==> src/rtl/muldiv_pkg.sv <==
`timescale 1ns/1ps
package muldiv_pkg;

  localparam logic [5:0] FN_MFHI  = 6'h10;
  localparam logic [5:0] FN_MFLO  = 6'h12;
  localparam logic [5:0] FN_MULS  = 6'h18;
  localparam logic [5:0] FN_MULU  = 6'h19;
  localparam logic [5:0] FN_DIVS  = 6'h1A;
  localparam logic [5:0] FN_DIVU  = 6'h1B;

  typedef enum logic [1:0] {OP_MULS, OP_MULU, OP_DIVS, OP_DIVU} op_e;
  typedef enum logic [1:0] {PH_IDLE, PH_SETUP, PH_RUN} phase_e;

  function automatic logic fn_valid(input logic [5:0] fn);
    return (fn == FN_MULS) || (fn == FN_MULU) || (fn == FN_DIVS) || (fn == FN_DIVU);
  endfunction

  function automatic op_e fn_to_op(input logic [5:0] fn);
    op_e r;
    case (fn)
      FN_MULU: r = OP_MULU;
      FN_DIVS: r = OP_DIVS;
      FN_DIVU: r = OP_DIVU;
      default: r = OP_MULS;
    endcase
    return r;
  endfunction

  function automatic logic op_signed(input op_e op);
    return (op == OP_MULS) || (op == OP_DIVS);
  endfunction

  function automatic logic op_is_div(input op_e op);
    return (op == OP_DIVS) || (op == OP_DIVU);
  endfunction

endpackage

==> src/rtl/muldiv_seq.sv <==
`timescale 1ns/1ps
module muldiv_seq
  import muldiv_pkg::*;
#(
  parameter int W = 32
) (
  input  logic clk,
  input  logic rst_n,
  input  logic accept_i,
  output logic setup_o,
  output logic run_o,
  output logic last_o,
  output logic busy_o
);
  localparam int CW = (W > 1) ? $clog2(W) : 1;
  localparam logic [CW-1:0] CNT_LAST = CW'(W - 1);

  phase_e        phase_q;
  logic [CW-1:0] cnt_q;

  always_ff @(posedge clk) begin
    if (!rst_n) begin
      phase_q <= PH_IDLE;
      cnt_q   <= '0;
    end else if (accept_i) begin
      phase_q <= PH_SETUP;
      cnt_q   <= '0;
    end else begin
      case (phase_q)
        PH_SETUP: begin
          phase_q <= PH_RUN;
          cnt_q   <= '0;
        end
        PH_RUN: begin
          if (cnt_q == CNT_LAST) phase_q <= PH_IDLE;
          else                   cnt_q   <= cnt_q + 1'b1;
        end
        default: phase_q <= PH_IDLE;
      endcase
    end
  end

  assign setup_o = (phase_q == PH_SETUP);
  assign run_o   = (phase_q == PH_RUN);
  assign last_o  = run_o && (cnt_q == CNT_LAST);
  assign busy_o  = (phase_q != PH_IDLE);

endmodule

==> src/rtl/muldiv_core.sv <==
`timescale 1ns/1ps
module muldiv_core
  import muldiv_pkg::*;
#(
  parameter int W = 32
) (
  input  logic         clk,
  input  logic         rst_n,
  input  logic         accept_i,
  input  op_e          op_i,
  input  logic [W-1:0] a_i,
  input  logic [W-1:0] b_i,
  input  logic         setup_i,
  input  logic         run_i,
  output logic [W-1:0] wb_hi_o,
  output logic [W-1:0] wb_lo_o
);
  localparam int PW = 2 * W;

  op_e          op_q;
  logic [W-1:0] a_q, b_q, mag_b_q;
  logic [W:0]   up_q;
  logic [W-1:0] lo_q;
  logic         neg_res_q, neg_rem_q, zdiv_q;

  logic [W:0]   up_n;
  logic [W-1:0] lo_n;

  // one shift-add multiply step on the {upper, lower} working pair
  function automatic logic [PW:0] mul_step(input logic [W:0] up, input logic [W-1:0] lo,
                                           input logic [W-1:0] m);
    logic [W:0] sum;
    sum = lo[0] ? (up + {1'b0, m}) : up;
    return {1'b0, sum, lo} >> 1;
  endfunction

  // one restoring divide step: remainder in upper, quotient shifting into lower
  function automatic logic [PW:0] div_step(input logic [W:0] up, input logic [W-1:0] lo,
                                           input logic [W-1:0] d);
    logic [W:0]   r;
    logic [W-1:0] q;
    r = {up[W-1:0], lo[W-1]};
    q = {lo[W-2:0], 1'b0};
    if (r >= {1'b0, d}) begin
      r    = r - {1'b0, d};
      q[0] = 1'b1;
    end
    return {r, q};
  endfunction

  function automatic logic [W-1:0] magnitude(input logic [W-1:0] v, input logic neg);
    return neg ? (~v + 1'b1) : v;
  endfunction

  always_comb begin
    if (op_is_div(op_q)) {up_n, lo_n} = div_step(up_q, lo_q, mag_b_q);
    else                 {up_n, lo_n} = mul_step(up_q, lo_q, mag_b_q);
  end

  always_ff @(posedge clk) begin
    if (!rst_n) begin
      op_q      <= OP_MULS;
      a_q       <= '0;
      b_q       <= '0;
      mag_b_q   <= '0;
      up_q      <= '0;
      lo_q      <= '0;
      neg_res_q <= 1'b0;
      neg_rem_q <= 1'b0;
      zdiv_q    <= 1'b0;
    end else if (accept_i) begin
      op_q <= op_i;
      a_q  <= a_i;
      b_q  <= b_i;
    end else if (setup_i) begin
      mag_b_q   <= magnitude(b_q, op_signed(op_q) & b_q[W-1]);
      lo_q      <= magnitude(a_q, op_signed(op_q) & a_q[W-1]);
      up_q      <= '0;
      neg_res_q <= op_signed(op_q) & (a_q[W-1] ^ b_q[W-1]);
      neg_rem_q <= op_signed(op_q) & a_q[W-1];
      zdiv_q    <= (b_q == '0);
    end else if (run_i) begin
      up_q <= up_n;
      lo_q <= lo_n;
    end
  end

  // final values, valid in the last iteration cycle
  logic [PW-1:0] prod_mag, prod;
  always_comb begin
    prod_mag = {up_n[W-1:0], lo_n};
    prod     = neg_res_q ? (~prod_mag + 1'b1) : prod_mag;
    if (op_is_div(op_q)) begin
      if (zdiv_q) begin
        wb_lo_o = '1;
        wb_hi_o = a_q;
      end else begin
        wb_lo_o = magnitude(lo_n, neg_res_q);
        wb_hi_o = magnitude(up_n[W-1:0], neg_rem_q);
      end
    end else begin
      wb_hi_o = prod[PW-1:W];
      wb_lo_o = prod[W-1:0];
    end
  end

endmodule

==> src/rtl/muldiv_unit.sv <==
`timescale 1ns/1ps
module muldiv_unit
  import muldiv_pkg::*;
#(
  parameter int W = 32
) (
  input  logic         clk,
  input  logic         rst_n,
  input  logic         start_i,
  input  logic [5:0]   func_i,
  input  logic [W-1:0] op_a_i,
  input  logic [W-1:0] op_b_i,
  input  logic         rd_req_i,
  input  logic [5:0]   rd_func_i,
  output logic [W-1:0] rd_data_o,
  output logic         stall_o,
  output logic         busy_o
);
  logic         accept_w, setup_w, run_w, last_w, done_w;
  logic [W-1:0] wb_hi_w, wb_lo_w;
  logic [W-1:0] hi_q, lo_q;
  logic         rd_hi_w, rd_lo_w;

  assign accept_w = start_i && fn_valid(func_i);
  assign done_w   = last_w && !accept_w;

  muldiv_seq #(.W(W)) seq_i (
    .clk(clk), .rst_n(rst_n), .accept_i(accept_w),
    .setup_o(setup_w), .run_o(run_w), .last_o(last_w), .busy_o(busy_o)
  );

  muldiv_core #(.W(W)) core_i (
    .clk(clk), .rst_n(rst_n), .accept_i(accept_w), .op_i(fn_to_op(func_i)),
    .a_i(op_a_i), .b_i(op_b_i), .setup_i(setup_w), .run_i(run_w),
    .wb_hi_o(wb_hi_w), .wb_lo_o(wb_lo_w)
  );

  always_ff @(posedge clk) begin
    if (!rst_n) begin
      hi_q <= '0;
      lo_q <= '0;
    end else if (done_w) begin
      hi_q <= wb_hi_w;
      lo_q <= wb_lo_w;
    end
  end

  assign rd_hi_w   = rd_req_i && (rd_func_i == FN_MFHI);
  assign rd_lo_w   = rd_req_i && (rd_func_i == FN_MFLO);
  assign rd_data_o = rd_hi_w ? hi_q : (rd_lo_w ? lo_q : '0);
  assign stall_o   = (rd_hi_w || rd_lo_w) && busy_o;

endmodule

==> config.mk <==
export PLATFORM = sky130hd
export DESIGN_NAME = muldiv_unit
export DESIGN_NICKNAME = d
export VERILOG_FILES = /design/src/rtl/muldiv_pkg.sv /design/src/rtl/muldiv_seq.sv /design/src/rtl/muldiv_core.sv /design/src/rtl/muldiv_unit.sv
export SDC_FILE = /design/constraint.sdc
export NUM_CORES = 1
export LEC_CHECK = 0
export BUFFER_PORTS_ARGS = -buffer_cell sky130_fd_sc_hd__buf_2
export CORE_ASPECT_RATIO = 0.6
export CORE_MARGIN = 1.5
export CORE_UTILIZATION = 49
export CTS_CLUSTER_SIZE = 16
export DETAILED_ROUTE_END_ITERATION = 16
export PLACE_DENSITY = 0.64
export SKIP_CTS_REPAIR_TIMING = 1
export SLEW_MARGIN = 10
export SYNTH_ARGS = -nofsm -noshare
export SYNTH_HDL_FRONTEND = slang
export SYNTH_SLANG_ARGS = --single-unit
==> constraint.sdc <==
create_clock -name clk -period 6.3 [get_ports clk]
set_input_delay 0.63 -clock clk [delete_from_list [all_inputs] [get_ports clk]]
set_output_delay 0.63 -clock clk [all_outputs]
set_load 0.01 [all_outputs]
==> results of run 1 <==
==> per-stage QoR <==
stage                     power [mW]  util [%]  setup slack (ns)  cells  cell area [µm²]
final                           3.65      54.9             0.447   3056            20200
after global routing            3.76      54.9             0.170   3056            20200
after CTS                       3.64      54.9             0.670   3056            20200
after detailed placement        2.05      52.5             0.721   3011            19300
after global placement          2.05      52.5             0.965   3011            19300
after floorplan                 1.88         -              1.11   2536            18500
==> worst min-delay path, stage by stage <==
cell                      delay [ns]
sky130_fd_sc_hd__buf_2          0.09
sky130_fd_sc_hd__nand2_1        0.04
sky130_fd_sc_hd__a21oi_1        0.05
==> layer usage <==
metal  wire (µm)  part of all wire (%)  vias up  track usage (%)
met3       12400                    17       97             19.6
li1            -                     -     9221                -
met2       25900                    35     1189             45.6
met4        1130                   1.5        4             5.98
met1       34000                    46     9285             55.5
met5         354                  0.48        -             6.58
==> logic make-up after synthesis <==
| kind of cell | count (synthesis) | share of synthesized area, % |
|---|---|---|
| fa+ha+maj | 75 | 5.15 |
| mux | 85 | 4.73 |
| flops | 237 | 25.6 |
| compound gates | 846 | 29.5 |
| buf+inv | 252 | 5.25 |
| simple gates | 875 | 21.8 |
| xor+xnor | 166 | 7.86 |
==> registers in the layout, indices dropped and copies added, names as in the netlist <==
signal            flops
core_i.neg_res_q      1
lo_q                 32
core_i.op_q           2
core_i.a_q           32
core_i.lo_q          32
core_i.zdiv_q         1
core_i.mag_b_q       32
core_i.neg_rem_q      1
core_i.b_q           32
core_i.up_q          33
seq_i.phase_q         2
hi_q                 32
seq_i.cnt_q           5
==> final timing paths <==
check	from	cells after the start	end	slack, ns
setup reg to reg	core_i.mag_b_q[1]	16	hi_q[31]	0.45
setup / recovery	core_i.mag_b_q[1]	16	hi_q[31]	0.45
hold / removal	func_i[1]	3	core_i.op_q[1]	0.30
hold reg to reg	hi_q[1]	2	hi_q[1]	0.46
==> cell usage in the layout (no fill, tap or decap), drive strengths merged, types with 65 or more instances in the layout <==
master	count
inv	75
mux2i	65
o21ai	179
buf	149
ha	73
a21oi	273
nand2	318
a211oi	69
dfxtp	237
xnor2	102
nor2	253
==> area by class of cell <==
class | instances | area share [%]
Tap cell | 504 | 3.13
Sequential cell | 237 | 23.6
Inverter | 74 | 1.40
Timing Repair Buffer | 149 | 4.14
Multi-Input combinational cell | 2047 | 63.5
Clock inverter | 12 | 0.757
Clock buffer | 33 | 3.50
==> where the power goes <==
group          leakage, nW  internal [mW]  switching, mW
Combinational         5.52          0.158          0.363
Sequential            1.91           1.51         0.0180
Clock                0.423          0.915          0.692
Total                 7.85           2.58           1.07
==> results by group, run 1 <==
STA
  – Tmin final: 5.85 ns
  – Worst hold slack: 0.301 ns
  – Peak clock frequency supported by timing: 0.171 GHz
  – RSZ-0062 raised after global routing: no
  – Final period util: 92.9%
  – Final setup violation count: 0
  – Headroom to the max-slew limit: 20.4%
  – Worst clock skew: 0.0150 ns
  – Number of pins exceeding their max-slew limit in the final report: 0
  – Final Hold Vio Count: 0
  – Worst slew pin tran: 1.19 ns
  – Final TNS setup: 0 ns

Yosys
  – Total of flip-flops plus latches after synthesis: 237
  – Area of the mapped netlist: 18500 µm²
  – Post-synthesis average cell area: 7.30 µm²
  – Unique cell type count in the Yosys netlist: 86
  – Async set-reset flop share out of synthesis: 0%
  – Total nets after synthesis: 2691
  – Proportion of synthesized chip area in sequential cells: 25.6%
  – Most frequent cells after synthesis: sky130_fd_sc_hd__nand2_1 (318), sky130_fd_sc_hd__a21oi_1 (273), sky130_fd_sc_hd__nor2_1 (253), sky130_fd_sc_hd__dfxtp_1 (237), sky130_fd_sc_hd__o21ai_0 (175)
  – EDFF count, synth: 0
  – Top-count cell post-synth: sky130_fd_sc_hd__nand2_1
  – Top cells by area in the synthesized netlist: sky130_fd_sc_hd__dfxtp_1 (26%), sky130_fd_sc_hd__a21oi_1 (7.4%), sky130_fd_sc_hd__nand2_1 (6.5%)
  – Synthesized netlist cell count: 2536
  – Top_reg_cell synth: sky130_fd_sc_hd__dfxtp_1
  – Largest area contributor in the synthesized netlist: sky130_fd_sc_hd__dfxtp_1
  – Total of warnings raised by yosys: 0
  – Synth top area share: 25.6%

Worst setup path
  – Arrival time at the worst endpoint: 6.30 ns
  – Crit path cell chain: inv_1 > ha_1 > nor2b_1 > o21bai_4 > a2111o_1 > a2111oi_4 > o21a_1 > buf_4 > nor2_1 > a2111oi_0 > a31oi_1 > nand4b_1 > o41ai_1 > xnor2_1 > a22oi_1 > o21ai_1
  – Buffers & Inverters on Critical Path: 2
  – Largest delay contributor family on the critical path: compound AO/OA/AOI/OAI gates
  – CP Max Fanout: 20
  – Type of origin of the critical path: flip-flop
  – Kind of critical path: flip-flop to flip-flop
  – Max stage delay on crit path: 0.75 ns
  – Required arrival time at the worst endpoint: 6.75 ns
  – Slowest cell on the critical path: sky130_fd_sc_hd__a2111oi_4
  – Kind of end point of the critical path: flip-flop

Die
  – Core box area: 36800 µm²
  – Area enclosed by the die boundary: 39000 µm²
  – Num rows: 54
  – Number of placed I/O pins: 114
  – Horizontal extent of the die: 254 µm
  – Initial core utilization: 50.3%
  – Die H: 154 µm

Global routing
  – Number of global-route vias before repair: 17700
  – Number of antenna violations at the first check in global routing: 1
  – Remaining global-route overflow: 0
  – GR Util All Layers: 37.2%
  – Global-route wire length before repair: 111000 µm
  – Largest net degree at the start of global routing: 109

Layout
  – Fraction of final layout cells with drive strength greater than 1: 9.99%
  – Footprint of the multi-input gates: 12800 µm²
  – Number of filler instances in the final layout: 3623
  – Layout area overhead: 9.03%
  – Post-layout net count: 2689
  – Register Area: 4750 µm²
  – Number of antenna diodes: 0

Detailed routing
  – Remaining DRCs: 0
  – Number of vias after detailed routing: 19800
  – TritonRoute pass-1 iters: 6
  – Post-detailed-route wirelength per cell: 24.2 µm
  – Count of antenna-violating nets left after detailed routing: 0
  – Iteration-0 DRC count of the detailed router: 2665
  – Via-per-instance ratio: 6.48
  – Wire length reported by the detailed router: 73800 µm

Clock tree
  – Root buffer cell: sky130_fd_sc_hd__clkbuf_16
  – CTS tree: done
  – TritonCTS sink count: 237
  – Clock input transition at the sequential cells of the worst setup and hold paths: 0.07 ns
  – Largest buffer count on any clock path: 3
  – Number of H-tree levels: 1
  – CTS Buf Count: 25
  – Worst skew pair latency: 0.56 ns

Power and ir drop
  – Peak supply drop: 0.000181 V
  – Leakage: 7.85 nW
  – Pwr/cell area: 181 nW/µm²

Run status
  – Run status: complete, no violations

Placed design
  – Final weighted congestion in routability-driven placement: 1.08
  – PortBufs: 113
  – Post-DP HPWL: 56900 µm

Flow run
  – Max Cap Viol: 0

Min path
  – Hold crit path type: input pin to flip-flop
(Power assumes the default switching activity.)
==> run 2, diff against run 1 <==
Settings changed: ABC_CLOCK_PERIOD_IN_PS set to 4700, PLACE_DENSITY 0.64 to 0.66.
Clock period 6.3 ns to 4.7 ns, I/O delays scaled along.
==> run 2 against run 1 <==
Compared with the run above:
- power grew 37%
- hold slack got worse by 0.16 ns
- via count increased by 6.8%
- critical path type unchanged
- critical endpoint unchanged
- largest cell class unchanged
- largest power group unchanged
- highest routed layer unchanged
==> results by group, run 2 (same netlist as run 1, synthesis figures left out) <==
Die
  – Initial core utilization: 50.3% (unchanged)
  – Core box area: 36800 µm² (unchanged)
  – Number of placed I/O pins: 114 (unchanged)
  – Num rows: 54 (unchanged)
  – Horizontal extent of the die: 254 µm (unchanged)
  – Die H: 154 µm (unchanged)
  – Area enclosed by the die boundary: 39000 µm² (unchanged)

Global routing
  – Number of antenna violations at the first check in global routing: 2 (was 1)
  – GR Util All Layers: 39.0% (was 37.2%)
  – Number of global-route vias before repair: 18800 (was 17700)
  – Remaining global-route overflow: 0 (unchanged)
  – Largest net degree at the start of global routing: 82 (was 109)
  – Global-route wire length before repair: 117000 µm (was 111000 µm)

Layout
  – Layout area overhead: 20.4% (was 9.03%)
  – Post-layout util: 60.6% (was 54.9%)
  – Post-layout net count: 2920 (was 2689)
  – Fraction of final layout cells with drive strength greater than 1: 20.0% (was 9.99%)
  – Number of antenna diodes: 0 (unchanged)
  – Largest register by flop count: core_i.up_q (unchanged)
  – Max FFs per register: 33 (unchanged)
  – Most frequent standard cell in the layout excluding fill and tap cells: sky130_fd_sc_hd__nand2_1 (unchanged)
  – Highest-count cells in the layout ignoring fill and taps: sky130_fd_sc_hd__nand2_1 (317), sky130_fd_sc_hd__a21oi_1 (267), sky130_fd_sc_hd__buf_4 (262) (was sky130_fd_sc_hd__nand2_1 (317), sky130_fd_sc_hd__a21oi_1 (273), sky130_fd_sc_hd__nor2_1 (252))
  – Number of filler instances in the final layout: 3440 (was 3623)
  – Post-Layout Cell Count: 3287 (was 3056)

Clock tree
  – CTS Buf Count: 25 (unchanged)
  – Number of H-tree levels: 1 (unchanged)
  – CTS tree: done (unchanged)
  – Worst skew pair latency: 0.57 ns (was 0.56 ns)
  – Root buffer cell: sky130_fd_sc_hd__clkbuf_16 (unchanged)
  – TritonCTS sink count: 237 (unchanged)
  – Clock input transition at the sequential cells of the worst setup and hold paths: 0.07 ns (about the same)
  – Largest buffer count on any clock path: 3 (unchanged)

Placed design
  – Post-DP HPWL: 61600 µm (was 56900 µm)
  – Place WS: -0.105 ns (was 0.721 ns)
  – Placed Cells: 3233 (was 3011)
  – Final weighted congestion in routability-driven placement: 1.08 (about the same)
  – PortBufs: 113 (unchanged)

STA
  – Final Hold Vio Count: 0 (unchanged)
  – Worst clock skew: 0.0159 ns (was 0.0150 ns)
  – Headroom to the max-slew limit: 17.2% (was 20.4%)
  – Worst slew pin tran: 1.23 ns (was 1.19 ns)
  – Final setup violation count: 0 (unchanged)
  – Final period util: 97.3% (was 92.9%)
  – Peak clock frequency supported by timing: 0.219 GHz (was 0.171 GHz)
  – Setup ws final: 0.129 ns (was 0.447 ns)
  – Number of pins exceeding their max-slew limit in the final report: 0 (unchanged)
  – Tmin final: 4.57 ns (was 5.85 ns)
  – Worst hold slack: 0.139 ns (was 0.301 ns)

Worst setup path
  – Crit path cell chain: ha_2 > a21o_1 > a31oi_4 > o211a_4 > a2111oi_4 > buf_4 > o21ai_0 > buf_4 > a21oi_1 > o311ai_0 > a31oi_1 > or2_2 > or4b_4 > a21oi_2 > o21ai_1 (was inv_1 > ha_1 > nor2b_1 > o21bai_4 > a2111o_1 > a2111oi_4 > o21a_1 > buf_4 > nor2_1 > a2111oi_0 > a31oi_1 > nand4b_1 > o41ai_1 > xnor2_1 > a22oi_1 > o21ai_1)
  – CP Max Fanout: 6 (was 20)
  – Kind of critical path: flip-flop to flip-flop (unchanged)
  – Type of origin of the critical path: flip-flop (unchanged)
  – Required arrival time at the worst endpoint: 5.15 ns (was 6.75 ns)
  – Max stage delay on crit path: 0.79 ns (was 0.75 ns)
  – Largest delay contributor family on the critical path: compound AO/OA/AOI/OAI gates (unchanged)
  – Slowest cell on the critical path: sky130_fd_sc_hd__o311ai_0 (was sky130_fd_sc_hd__a2111oi_4)
  – Arrival time at the worst endpoint: 5.02 ns (was 6.30 ns)
  – Kind of end point of the critical path: flip-flop (unchanged)
  – CP dominant cell by count: sky130_fd_sc_hd__buf_4
  – Buffers & Inverters on Critical Path: 2 (unchanged)

Min path
  – Hold crit path type: input pin to flip-flop (unchanged)

Detailed routing
  – Wire length reported by the detailed router: 78400 µm (was 73800 µm)
  – Remaining DRCs: 0 (unchanged)
  – Number of vias after detailed routing: 21100 (was 19800)
  – Post-detailed-route wirelength per cell: 23.9 µm (was 24.2 µm)
  – Via-per-instance ratio: 6.43 (was 6.48)
  – Count of antenna-violating nets left after detailed routing: 0 (unchanged)
  – TritonRoute pass-1 iters: 6 (unchanged)
  – Iteration-0 DRC count of the detailed router: 2937 (was 2665)

Flow run
  – Max Cap Viol: 0 (unchanged)

Power and ir drop
  – Fraction of power spent switching nets: 30.2% (was 29.4%)
  – Leakage: 9.00 nW (was 7.85 nW)
  – Switching power total: 1.52 mW (was 1.07 mW)
  – Pwr/cell area: 225 nW/µm² (was 181 nW/µm²)
  – Internal cell power: 3.50 mW (was 2.58 mW)
  – Clock network fraction of total power: 41.6% (was 44.0%)
  – Total power draw: 5.01 mW (was 3.65 mW)
  – Part of the power in registers: 40.7% (was 41.7%)
  – Logic pwr share: 17.7% (was 14.3%)
  – Peak supply drop: 0.000282 V (was 0.000181 V)

Run status
  – Run status: complete, no violations (unchanged)
[run 2: changes by cell type in the layout (fill, tap and decap cells not counted), moves of 10 or more]
cell	delta
sky130_fd_sc_hd__buf_4	+226
sky130_fd_sc_hd__dfxtp_1	-12
sky130_fd_sc_hd__dfxtp_2	+12
sky130_fd_sc_hd__ha_1	-10
[run 2: worst paths after layout]
path              depth (start not counted)           start             to  slack, ns
setup / recovery                         15  core_i.up_q[7]       hi_q[31]       0.13
hold / removal                            3       op_a_i[7]  core_i.a_q[7]       0.14
setup reg to reg                         15  core_i.up_q[7]       hi_q[31]       0.13
hold reg to reg                           2        hi_q[29]       hi_q[29]       0.46
[run 2: worst reg2reg max path, cell delays in order, from the launching register on]
cell and delay [ns]:
sky130_fd_sc_hd__dfxtp_2 0.43, sky130_fd_sc_hd__ha_2 0.35, sky130_fd_sc_hd__a21o_1 0.26, sky130_fd_sc_hd__a31oi_4 0.20
sky130_fd_sc_hd__o211a_4 0.23, sky130_fd_sc_hd__a2111oi_4 0.10, sky130_fd_sc_hd__buf_4 0.16, sky130_fd_sc_hd__o21ai_0 0.29
sky130_fd_sc_hd__buf_4 0.19, sky130_fd_sc_hd__a21oi_1 0.05, sky130_fd_sc_hd__o311ai_0 0.79, sky130_fd_sc_hd__a31oi_1 0.30
sky130_fd_sc_hd__or2_2 0.38, sky130_fd_sc_hd__or4b_4 0.49, sky130_fd_sc_hd__a21oi_2 0.14, sky130_fd_sc_hd__o21ai_1 0.08
[run 2: layout make-up]
class                           instances  area (µm²)  share of cell area, %
Sequential cell                       237        4770                   21.4
Inverter                               74         283                   1.27
Multi-Input combinational cell       2047       13200                   59.1
Tap cell                              504         631                   2.83
Timing Repair Buffer                  380        2610                   11.7
Clock buffer                           30         674                   3.03
Clock inverter                         15         153                  0.685
[run 2: per-stage QoR]
step / TNS, ns / area, µm²
6_report: 0 / 22300
5_1_grt: -0.00911 / 22300
4_1_cts: -0.318 / 21900
3_5_place_dp: -0.115 / 21000
3_3_place_gp: -0.0345 / 21000
2_1_floorplan: -0.00908 / 18500
[run 2: power groups by stage]
stage                     logic, mW  registers [mW]  clock network (mW)
after floorplan               0.462            2.07                   0
final                         0.887            2.04                2.09
after global routing          0.927            2.04                2.18
after detailed placement      0.805            2.08                   0
after global placement        0.799            2.08                   0
after CTS                     0.809            2.04                2.11
[run 2: metal layers]
metal,wire (µm),global-route usage [%]
met1,36200,61.0
met2,29000,50.7
met3,12200,13.8
met4,1060,5.02
met5,12,0
